===== src/rtl/otr_pkg.sv =====
package otr_pkg;
    typedef enum logic [1:0] {
        ST_LOCKED    = 2'd0,
        ST_ONE_READ  = 2'd1,
        ST_TWO_READS = 2'd2,
        ST_CONFIG    = 2'd3
    } win_state_t;

    localparam logic [2:0] OFS_RDT   = 3'd0;
    localparam logic [2:0] OFS_WRT   = 3'd1;
    localparam logic [2:0] OFS_ARM   = 3'd1;
    localparam logic [2:0] OFS_KEY   = 3'd2;
    localparam logic [2:0] OFS_CTL   = 3'd3;
    localparam logic [2:0] OFS_STRAP = 3'd5;
    localparam logic [2:0] OFS_MISC  = 3'd6;

    localparam logic [7:0] KEY_OPEN   = 8'h03;
    localparam logic [7:0] KEY_CLOSE  = 8'h83;
    localparam logic [7:0] CTL_COMMIT = 8'h85;
endpackage


===== src/rtl/otr_unlock_fsm.sv =====
module otr_unlock_fsm
    import otr_pkg::*;
(
    input  logic       clk,
    input  logic       rst_n,
    input  logic [2:0] addr,
    input  logic       rd,
    input  logic       wr,
    input  logic       wide,
    input  logic [7:0] wdata,
    output logic       cfg_mode
);
    win_state_t state, state_nx;

    logic access, arm_rd, open_wr, close_wr;
    assign access   = rd | wr;
    assign arm_rd   = rd && wide && (addr == OFS_ARM);
    assign open_wr  = wr && !wide && (addr == OFS_KEY) && (wdata == KEY_OPEN);
    assign close_wr = wr && !wide && (addr == OFS_KEY) && (wdata == KEY_CLOSE);

    always_ff @(posedge clk) begin
        if (!rst_n) state <= ST_LOCKED;
        else        state <= state_nx;
    end

    always_comb begin
        state_nx = state;
        unique case (state)
            ST_LOCKED: begin
                if (arm_rd) state_nx = ST_ONE_READ;
            end
            ST_ONE_READ: begin
                if (arm_rd)      state_nx = ST_TWO_READS;
                else if (access) state_nx = ST_LOCKED;
            end
            ST_TWO_READS: begin
                if (open_wr)     state_nx = ST_CONFIG;
                else if (arm_rd) state_nx = ST_TWO_READS;
                else if (access) state_nx = ST_LOCKED;
            end
            ST_CONFIG: begin
                if (close_wr) state_nx = ST_LOCKED;
            end
            default: state_nx = ST_LOCKED;
        endcase
    end

    always_comb begin
        cfg_mode = (state == ST_CONFIG);
    end

    AST_UNLOCK_PATH: assert property (@(posedge clk) disable iff (!rst_n)
        (state == ST_CONFIG && $past(state) != ST_CONFIG) |->
            ($past(state) == ST_TWO_READS && $past(wr) && $past(addr) == OFS_KEY
             && $past(wdata) == KEY_OPEN));

    AST_BREAK_IDLE: assert property (@(posedge clk) disable iff (!rst_n)
        ($past(state) == ST_ONE_READ && $past(access) && !$past(arm_rd))
            |-> state == ST_LOCKED);

    AST_RELOCK: assert property (@(posedge clk) disable iff (!rst_n)
        (cfg_mode && close_wr) |=> !cfg_mode);
endmodule


===== src/rtl/otr_timing_set.sv =====
module otr_timing_set #(
    parameter int DATA_W = 8,
    parameter int SETUP_W = 4,
    parameter logic [DATA_W-1:0] DFLT_DATA = 8'h59,
    parameter logic [SETUP_W-1:0] DFLT_SETUP = 4'h3
) (
    input  logic               clk,
    input  logic               rst_n,
    input  logic               load_rd,
    input  logic               load_wr,
    input  logic               load_setup,
    input  logic [DATA_W-1:0]  wdata,
    input  logic [SETUP_W-1:0] setup_in,
    input  logic               commit,
    output logic [DATA_W-1:0]  stg_rd,
    output logic [DATA_W-1:0]  stg_wr,
    output logic [SETUP_W-1:0] stg_setup,
    output logic [DATA_W-1:0]  act_rd,
    output logic [DATA_W-1:0]  act_wr,
    output logic [SETUP_W-1:0] act_setup
);
    always_ff @(posedge clk) begin
        if (!rst_n) begin
            stg_rd    <= DFLT_DATA;
            stg_wr    <= DFLT_DATA;
            stg_setup <= DFLT_SETUP;
            act_rd    <= DFLT_DATA;
            act_wr    <= DFLT_DATA;
            act_setup <= DFLT_SETUP;
        end else begin
            if (load_rd)    stg_rd    <= wdata;
            if (load_wr)    stg_wr    <= wdata;
            if (load_setup) stg_setup <= setup_in;
            if (commit) begin
                act_rd    <= stg_rd;
                act_wr    <= stg_wr;
                act_setup <= stg_setup;
            end
        end
    end

    AST_ACTIVE_HOLDS: assert property (@(posedge clk) disable iff (!rst_n)
        !commit |=> ($stable(act_rd) && $stable(act_wr) && $stable(act_setup)));
endmodule


===== src/rtl/otr_timing_bank.sv =====
module otr_timing_bank #(
    parameter int NSETS = 2,
    parameter int DATA_W = 8,
    parameter int SETUP_W = 4,
    parameter logic [DATA_W-1:0] DFLT_DATA = 8'h59,
    parameter logic [SETUP_W-1:0] DFLT_SETUP = 4'h3,
    localparam int SEL_W = (NSETS > 1) ? $clog2(NSETS) : 1
) (
    input  logic               clk,
    input  logic               rst_n,
    input  logic [SEL_W-1:0]   target,
    input  logic [SEL_W-1:0]   setup_target,
    input  logic               wr_rd_t,
    input  logic               wr_wr_t,
    input  logic               wr_setup,
    input  logic [DATA_W-1:0]  wdata,
    input  logic [SETUP_W-1:0] setup_in,
    input  logic               commit,
    input  logic [SEL_W-1:0]   dev_sel,
    output logic [DATA_W-1:0]  tgt_rd,
    output logic [DATA_W-1:0]  tgt_wr,
    output logic [SETUP_W-1:0] tgt_setup,
    output logic [DATA_W-1:0]  rd_timing,
    output logic [DATA_W-1:0]  wr_timing,
    output logic [SETUP_W-1:0] addr_setup
);
    logic [DATA_W-1:0]  stg_rd [NSETS];
    logic [DATA_W-1:0]  stg_wr [NSETS];
    logic [SETUP_W-1:0] stg_su [NSETS];
    logic [DATA_W-1:0]  act_rd [NSETS];
    logic [DATA_W-1:0]  act_wr [NSETS];
    logic [SETUP_W-1:0] act_su [NSETS];

    for (genvar g = 0; g < NSETS; g++) begin : g_set
        otr_timing_set #(
            .DATA_W(DATA_W), .SETUP_W(SETUP_W),
            .DFLT_DATA(DFLT_DATA), .DFLT_SETUP(DFLT_SETUP)
        ) i_set (
            .clk       (clk),
            .rst_n     (rst_n),
            .load_rd   (wr_rd_t  && (target == SEL_W'(g))),
            .load_wr   (wr_wr_t  && (target == SEL_W'(g))),
            .load_setup(wr_setup && (setup_target == SEL_W'(g))),
            .wdata     (wdata),
            .setup_in  (setup_in),
            .commit    (commit),
            .stg_rd    (stg_rd[g]),
            .stg_wr    (stg_wr[g]),
            .stg_setup (stg_su[g]),
            .act_rd    (act_rd[g]),
            .act_wr    (act_wr[g]),
            .act_setup (act_su[g])
        );

        AST_SETUP_COVERS: assert property (@(posedge clk) disable iff (!rst_n)
            addr_setup >= act_su[g]);
    end

    always_comb begin
        tgt_rd     = stg_rd[target];
        tgt_wr     = stg_wr[target];
        tgt_setup  = stg_su[target];
        rd_timing  = act_rd[dev_sel];
        wr_timing  = act_wr[dev_sel];
        addr_setup = '0;
        for (int k = 0; k < NSETS; k++) begin
            if (act_su[k] > addr_setup) addr_setup = act_su[k];
        end
    end
endmodule


===== src/rtl/ide_timing_overlay.sv =====
module ide_timing_overlay
    import otr_pkg::*;
#(
    parameter int DATA_W = 8,
    parameter int SETUP_W = 4,
    parameter logic [DATA_W-1:0] DFLT_DATA = 8'h59,
    parameter logic [SETUP_W-1:0] DFLT_SETUP = 4'h3
) (
    input  logic               clk,
    input  logic               rst_n,
    input  logic [2:0]         bus_addr,
    input  logic               bus_rd,
    input  logic               bus_wr,
    input  logic               bus_wide,
    input  logic [7:0]         bus_wdata,
    output logic [15:0]        bus_rdata,
    output logic               tf_rd,
    output logic               tf_wr,
    input  logic [15:0]        tf_rdata,
    input  logic               dev_sel,
    input  logic               clk25_strap,
    output logic               cfg_mode,
    output logic [DATA_W-1:0]  rd_timing,
    output logic [DATA_W-1:0]  wr_timing,
    output logic [SETUP_W-1:0] addr_setup
);
    localparam int SETUP_LSB = 8 - SETUP_W;

    logic       cfg_wr;
    logic       target;
    logic [7:0] ctl_q;
    logic [DATA_W-1:0]  tgt_rd, tgt_wr;
    logic [SETUP_W-1:0] tgt_setup;

    otr_unlock_fsm i_fsm (
        .clk     (clk),
        .rst_n   (rst_n),
        .addr    (bus_addr),
        .rd      (bus_rd),
        .wr      (bus_wr),
        .wide    (bus_wide),
        .wdata   (bus_wdata),
        .cfg_mode(cfg_mode)
    );

    assign cfg_wr = bus_wr && cfg_mode;
    assign tf_rd  = bus_rd && !cfg_mode;
    assign tf_wr  = bus_wr && !cfg_mode;

    always_ff @(posedge clk) begin
        if (!rst_n) begin
            target <= 1'b0;
            ctl_q  <= 8'h00;
        end else begin
            if (cfg_wr && bus_addr == OFS_MISC) target <= bus_wdata[0];
            if (cfg_wr && bus_addr == OFS_CTL)  ctl_q  <= bus_wdata;
        end
    end

    otr_timing_bank #(
        .NSETS(2), .DATA_W(DATA_W), .SETUP_W(SETUP_W),
        .DFLT_DATA(DFLT_DATA), .DFLT_SETUP(DFLT_SETUP)
    ) i_bank (
        .clk         (clk),
        .rst_n       (rst_n),
        .target      (target),
        .setup_target(bus_wdata[0]),
        .wr_rd_t     (cfg_wr && bus_addr == OFS_RDT),
        .wr_wr_t     (cfg_wr && bus_addr == OFS_WRT),
        .wr_setup    (cfg_wr && bus_addr == OFS_MISC),
        .wdata       (bus_wdata[DATA_W-1:0]),
        .setup_in    (bus_wdata[7:SETUP_LSB]),
        .commit      (cfg_wr && bus_addr == OFS_CTL && bus_wdata == CTL_COMMIT),
        .dev_sel     (dev_sel),
        .tgt_rd      (tgt_rd),
        .tgt_wr      (tgt_wr),
        .tgt_setup   (tgt_setup),
        .rd_timing   (rd_timing),
        .wr_timing   (wr_timing),
        .addr_setup  (addr_setup)
    );

    always_comb begin
        bus_rdata = 16'h0000;
        if (!cfg_mode) begin
            bus_rdata = tf_rdata;
        end else begin
            case (bus_addr)
                OFS_RDT:   bus_rdata[DATA_W-1:0] = tgt_rd;
                OFS_WRT:   bus_rdata[DATA_W-1:0] = tgt_wr;
                OFS_CTL:   bus_rdata[7:0] = ctl_q;
                OFS_STRAP: bus_rdata[0] = clk25_strap;
                OFS_MISC:  bus_rdata[7:0] = {tgt_setup, {(SETUP_LSB-1){1'b0}}, target};
                default:   bus_rdata = 16'h0000;
            endcase
        end
    end

    AST_TF_QUIET: assert property (@(posedge clk) disable iff (!rst_n)
        $past(cfg_mode) && cfg_mode |-> !tf_rd && !tf_wr);
endmodule


===== config.mk =====
export PLATFORM = sky130hd
export DESIGN_NAME = ide_timing_overlay
export DESIGN_NICKNAME = d
export VERILOG_FILES = /design/src/rtl/otr_pkg.sv /design/src/rtl/otr_unlock_fsm.sv /design/src/rtl/otr_timing_set.sv /design/src/rtl/otr_timing_bank.sv /design/src/rtl/ide_timing_overlay.sv
export SDC_FILE = /design/constraint.sdc
export NUM_CORES = 1
export LEC_CHECK = 0
export BUFFER_PORTS_ARGS = -buffer_cell sky130_fd_sc_hd__buf_2
export CAP_MARGIN = 20
export CORE_MARGIN = 3
export CORE_UTILIZATION = 55
export CTS_BUF_LIST = sky130_fd_sc_hd__clkbuf_8
export CTS_CLUSTER_DIAMETER = 50
export DETAILED_ROUTE_END_ITERATION = 7
export GPL_ROUTABILITY_DRIVEN = 0
export HOLD_SLACK_MARGIN = 0.06
export PLACE_DENSITY = 0.78
export SETUP_SLACK_MARGIN = 0.4
export SYNTH_ARGS = -nofsm -noshare
export SYNTH_HDL_FRONTEND = slang
export SYNTH_SLANG_ARGS = --single-unit

===== constraint.sdc =====
create_clock -name clk -period 3.2 [get_ports clk]
set_clock_uncertainty 0.05 [all_clocks]
set_input_delay 0.16 -clock clk [delete_from_list [all_inputs] [get_ports clk]]
set_output_delay 0.16 -clock clk [all_outputs]
set_load 0.02 [all_outputs]

### Yosys cells after proc, flatten, opt, wreduce, memory -nomap -nowiden

Index checks and enable logic that the tools add are counted.

| storage, ports and cells | value |
|---|---|
| bits in registers | 91 |
| bits of input ports | 34 |
| output and inout port bits | 39 |
| logic and storage cells | 88 |

| operators by class | value |
|---|---|
| $lt $le $gt $ge | 4 |
| equality and inequality tests | 13 |
| mux-type cells | 26 |
| bitwise logic cells | 5 |
| reduce and logical (&&, ||, !) cells | 25 |

Operators by type and width:

| operator | count |
|---|---|
| 2-to-1 mux 8 bit | 12 |
| one-hot mux 7 bit (4 select lines) | 1 |
| logical AND 1 bit | 20 |
| 2-to-1 mux 4 bit | 5 |
| == test 8 bit, second input constant | 2 |
| 2-to-1 mux 16 bit | 1 |
| 2-to-1 mux 2 bit | 5 |
| == test 8 x 2 -> 1 bit, second input constant | 1 |
| one-hot mux 2 bit (4 select lines) | 1 |
| == test 3 x 2 -> 1 bit, second input constant | 2 |
| == test 3 bit, second input constant | 2 |
| one-hot mux 1 bit (5 select lines) | 1 |
| == test 2 bit, second input constant | 2 |
| greater-or-equal comparator 2 bit, second input constant | 2 |
| > comparator 4 x 1 -> 1 bit, second input constant | 1 |
| > comparator 4 bit | 1 |
| != test 2 x 1 -> 1 bit, second input constant | 2 |
| NOT 1 -> 2 bit | 2 |
| == test 3 x 1 -> 1 bit, second input constant | 1 |
| logical NOT 3 bit | 1 |
| == test 2 x 1 -> 1 bit, second input constant | 1 |
| logical NOT 1 bit | 2 |
| logical NOT 2 bit | 1 |
| NOT 1 bit | 2 |
| other kinds (2) | 2 |

### Depth between registers and ports, before layout

| depth | value |
|---|---|
| depth after elaboration | 6 |
| mapped depth | 7 |

### Modules after synthesis

Synthesis repeated with hierarchy kept, for this count alone.

| second synthesis, totals | value |
|---|---|
| cells, all modules | 466 |
| area, all modules | 4717.0 um^2 |

By module, submodules not included:

| module | times used | cells an instance | area an instance (um^2) | sequential area each (um^2) |
|---|---|---|---|---|
| otr_timing_set | 2 | 129 | 1455.1 | 800.8 |
| ide_timing_overlay | 1 | 120 | 957.2 | 180.2 |
| otr_timing_bank | 1 | 65 | 645.6 | 0.0 |
| otr_unlock_fsm | 1 | 23 | 203.9 | 40.0 |

### Worst setup path before layout

Ideal clock, no wire load.

| path | value |
|---|---|
| path type | reg2out |
| from | register target |
| to | output port bus_rdata[7] |
| arrival | 1.457 ns |
| data required time | 2.990 ns |
| slack | 1.533 ns |
| stages on the path, launching flop included | 7 |
| path through | dfxtp_1 buf_2 buf_2 mux2i_1 nor3b_1 a21oi_1 o21ai_0 |

| between the ends | value |
|---|---|
| longest elaborated chain between the ends | 6 |

Ends and longest elaborated chain:

| element | RTL line | source |
|---|---|---|
| start, declared | ide_timing_overlay.sv:30 | `logic target;` |
| start signal, assigned | ide_timing_overlay.sv:55 | `if (cfg_wr && bus_addr == OFS_MISC) target <= bus_wdata[0];` |
| NOT 1 -> 2 bit (implied by the code) * | otr_timing_bank.sv:60, otr_timing_bank.sv:61, otr_timing_bank.sv:62 |  |
| 2-to-1 mux 4 bit (implied by the code), or another cell as far along (3 in series) | otr_timing_bank.sv:62 | `tgt_setup = stg_su[target];` |
| one-hot mux 7 bit (4 select lines) * | ide_timing_overlay.sv:88 | `case (bus_addr)` |
| 2-to-1 mux 16 bit * | ide_timing_overlay.sv:85 | `if (!cfg_mode) begin` |
| end, declared | ide_timing_overlay.sv:16 | `output logic [15:0] bus_rdata,` |

Mark *: on every way between the ends. The rest lies on a longest branch, timed or not. The select of a mux whose other input is x is not followed.

### Worst setup path after layout

| path | value |
|---|---|
| from | register target |
| to | output port bus_rdata[3] |

| between the ends | value |
|---|---|
| longest elaborated chain between the ends | 6 |

Ends and longest elaborated chain:

| element | RTL line |
|---|---|
| NOT 1 -> 2 bit (implied by the code) * | otr_timing_bank.sv:60, otr_timing_bank.sv:61 |
| 2-to-1 mux 8 bit, on equally long branches (3 in series) | otr_timing_bank.sv:61, otr_timing_bank.sv:60 |
| one-hot mux 7 bit (4 select lines) * | ide_timing_overlay.sv:88 |
| 2-to-1 mux 16 bit * | ide_timing_overlay.sv:85 |

Marked as above.

==> summary.md <==
| Metric | Value |
|---|---|
| Final hold violation count | `0` |
| Max Slew Vio Count | `0` |
| Final setup fails | `0` |
| Row cnt | `32` |
| CP max FO | `18` |
| Avg Cell Area, Syn | `about 9 um2` |
| Commonest non-fill, non-tap cell in the layout | `dfxtp_1` |
| R2R cell count | `3` |
| FF-to-FF setup slack | `approximately 1000 ps` |
| # port buffers | `72` |
| Crit path launch type | `flip-flop` |
| Hold_ws | `a little under 80 ps` |
| Root Buffer | `clkbuf_8` |
| Critical Path Sink Type | `primary output` |
| Min-delay worst type | `input pin to flip-flop` |
| Mapped cell area | `4430 um2` |
| Worst stage delay on the critical path | `about 840 ps` |
| CTS buffer count | `9` |
| Sequential fraction of the synthesis area | `about two fifths` |
| YS warnings | `0` |
| Largest net degree at the start of global routing | `73` |
| Mapped Cells | `491` |
| Clock Latency Late Sink | `360 ps` |
| Critical Path AT | `between 2000 and 2500 ps` |
| Drt drc | `0` |
| First-pass GRT wire length | `between 15000 and 20000 um` |
| Max-cap violation count | `0` |
| Achievable Freq | `just over 0.4 GHz` |
| CTS tree | `built` |
| Critical-path top delay cell | `dfxtp_1` |
| Total track usage | `between 20% and 30%` |
| Setup_tns | `0 ps` |
| Initial core utilization | `57.1%` |
| Area Growth Syn to Fin | `11.7%` |
| VDD IR-drop max | `about 0.23 mV` |
| Vias in the first global route | `about 3400` |
| Drt total wl | `~11000 um` |
| Hold path cells | `3` |
| Worst Max-Slew Pin Slew | `~790 ps` |
| Layout net count | `approximately 570` |
| Total grt overflow | `0` |
| Clk pin slew, worst setup/hold paths | `90 ps` |
| Final worst-path cycle share | `75.2%` |
| Number of distinct library cells after synthesis | `50` |
| DIE WIDTH | `~96 um` |
| DR vias | `roughly 3700` |
| H-tree depth | `3` |
| Final ANT Viol Nets | `0` |
| Drt wl/cell | `between 15 and 20 um` |
| Capture point of the worst path | `bus_rdata[3]` |
| Number of synthesized flops with an enable pin | `0` |
| Synth Flop Type | `dfxtp_1` |
| CP Cell Sequence | `mux4_2 > a221oi_1 > nor2_1 > buf_2` |
| Die Ht | `between 90 and 100 um` |
| RSZ-0062 raised after global routing | `false` |
| Most frequent cells in the layout | `dfxtp_1, nand2_1, buf_2` |
| # diodes | `0` |
| Status | `finished clean` |
| WP data required | `~3000 ps` |
| Slew headroom | `roughly 47%` |
| Syn nets | `529` |
| Layout fillers | `~680` |
| Clk sinks | `91` |
| Io pins | `73` |
| Reg2reg start | `target` |
| WS Path Type | `flip-flop to primary output` |
| Violation count after the first detailed-route iteration | `about 230` |
| FF+latch count, synth | `91` |
| Longest Clk Path Bufs | `2` |
| Fraction of layout cells with a size suffix above 1 | `between 20% and 30%` |
| Critical Path Start | `target` |
| Via-to-Cell Ratio | `around 5.7` |
| Final HPWL DP | `between 7000 and 8000 um` |
| Final min period | `about 2400 ps` |
| RR Endpoint | `i_bank.g_set[1].i_set.stg_wr[0]` |
| Power per cell area | `around 430 nW/um2` |
| Core ar. | `7770 um2` |
| Async set-reset flop share out of synthesis | `0%` |
| Initial antenna violation count | `0` |
| TritonRoute pass-1 iters | `4` |
| Die ar. | `9170 um2` |
| Static leakage | `between 0.002 and 0.0025 uW` |
[kinds of logic after synthesis]
group / after synthesis / synth area share (%)
simple gates: 214 / 25.3
compound gates: 64 / 9.00
fa+ha+maj: 4 / 1.13
xor+xnor: 1 / 0.198
mux: 68 / 17.6
buf+inv: 49 / 5.70
flops: 91 / 41.1
[power breakdown]
part	total, uW	switching, uW	internal [uW]
combinational	148	94.3	53.9
clock	867	404	463
sequential	1130	0.777	1130
total	2150	499	1650
[critical path: cells and delay by family (launching register included)]
kind / cells / cell delay, ps
compound gates: 1 / 340
buf+inv: 1 / 160
flops: 1 / 840
mux: 1 / 420
simple gates: 1 / 80
[per-stage QoR]
step                      power (uW)  util [%]  instances  worst slack, ps  instance area (um2)
after global placement          1300      60.7        623              994                 4710
final                           2150      63.8        640              792                 4950
after CTS                       2160      63.7        640              527                 4950
after detailed placement        1300      60.7        623              946                 4710
after global routing            2210      63.8        640              690                 4950
after floorplan                 1260         -        491             1530                 4430
[layout make-up]
type	instances	area, um2	share of cell area, %
tap	102	128	2.58
clock buffer	10	138	2.78
sequential	91	1820	36.8
multi-input combinational	351	2360	47.7
timing repair buffer	75	398	8.03
inverter	5	18.8	0.379
clock inverter	6	88.8	1.79
[sequential cells by signal, indices dropped and copies added (netlist names)]
signal and count:
i_bank.g_set.i_set.act_rd 16, i_bank.g_set.i_set.act_setup 8, i_bank.g_set.i_set.stg_rd 16, i_fsm.state 2, target 1, i_bank.g_set.i_set.act_wr 16, i_bank.g_set.i_set.stg_setup 8, ctl_q 8
i_bank.g_set.i_set.stg_wr 16
[layer usage]
metal / global-route usage (%) / vias to the layer above / part of all wire (%)
met5: 0 / - / 0
met3: 5.94 / 20 / 6.5
met1: 33.6 / 1711 / 46
met4: 7.46 / 0 / 2.0
li1: - / 1797 / -
met2: 36.7 / 131 / 45
[worst min path at each step]
| stage | start | end | slack (ps) |
|---|---|---|---|
| 2_1_floorplan | bus_wdata[3] | i_bank.g_set[0].i_set.stg_rd[3] | 240 |
| 3_3_place_gp | i_bank.g_set[0].i_set.act_rd[7] | i_bank.g_set[0].i_set.act_rd[7] | 390 |
| 3_5_place_dp | i_bank.g_set[1].i_set.act_rd[7] | i_bank.g_set[1].i_set.act_rd[7] | 390 |
| 4_1_cts | bus_wdata[2] | i_bank.g_set[0].i_set.stg_wr[2] | 60 |
| 5_1_grt | bus_wdata[1] | i_bank.g_set[1].i_set.stg_wr[1] | 70 |
| 6_report | bus_wdata[2] | i_bank.g_set[0].i_set.stg_wr[2] | 80 |
[synthesized netlist by cell type (3+ instances only)]
master / instances / area, um2
o21a_1: 3 / 22.5
clkbuf_1: 15 / 56.3
mux2i_1: 42 / 420
nor2b_1: 25 / 156
ha_1: 4 / 50.1
nand2b_1: 3 / 18.8
inv_1: 4 / 15.0
nand3_1: 50 / 250
a221oi_1: 4 / 35.0
nand4_1: 6 / 37.5
nand2_1: 87 / 327
nor3b_1: 4 / 30.0
o21ai_1: 20 / 100
buf_2: 16 / 80.1
buf_4: 7 / 52.6
a22o_1: 4 / 35.0
buf_1: 3 / 11.3
dfxtp_1: 91 / 1820
mux4_2: 6 / 135
buf_6: 3 / 33.8
mux2_2: 20 / 225
a22oi_1: 4 / 30.0
a21oi_1: 4 / 20.0
and2_1: 12 / 75.1
o21ai_0: 16 / 80.1
nor2_1: 9 / 33.8
[timing repair]
item	in CTS	in global routing
hold buffers	1	0
buffers inserted	0	0
resized for setup	0	1
endpoints found under the setup margin	0	2
hold endpoints to repair	2	0
(Power assumes the default switching activity.)
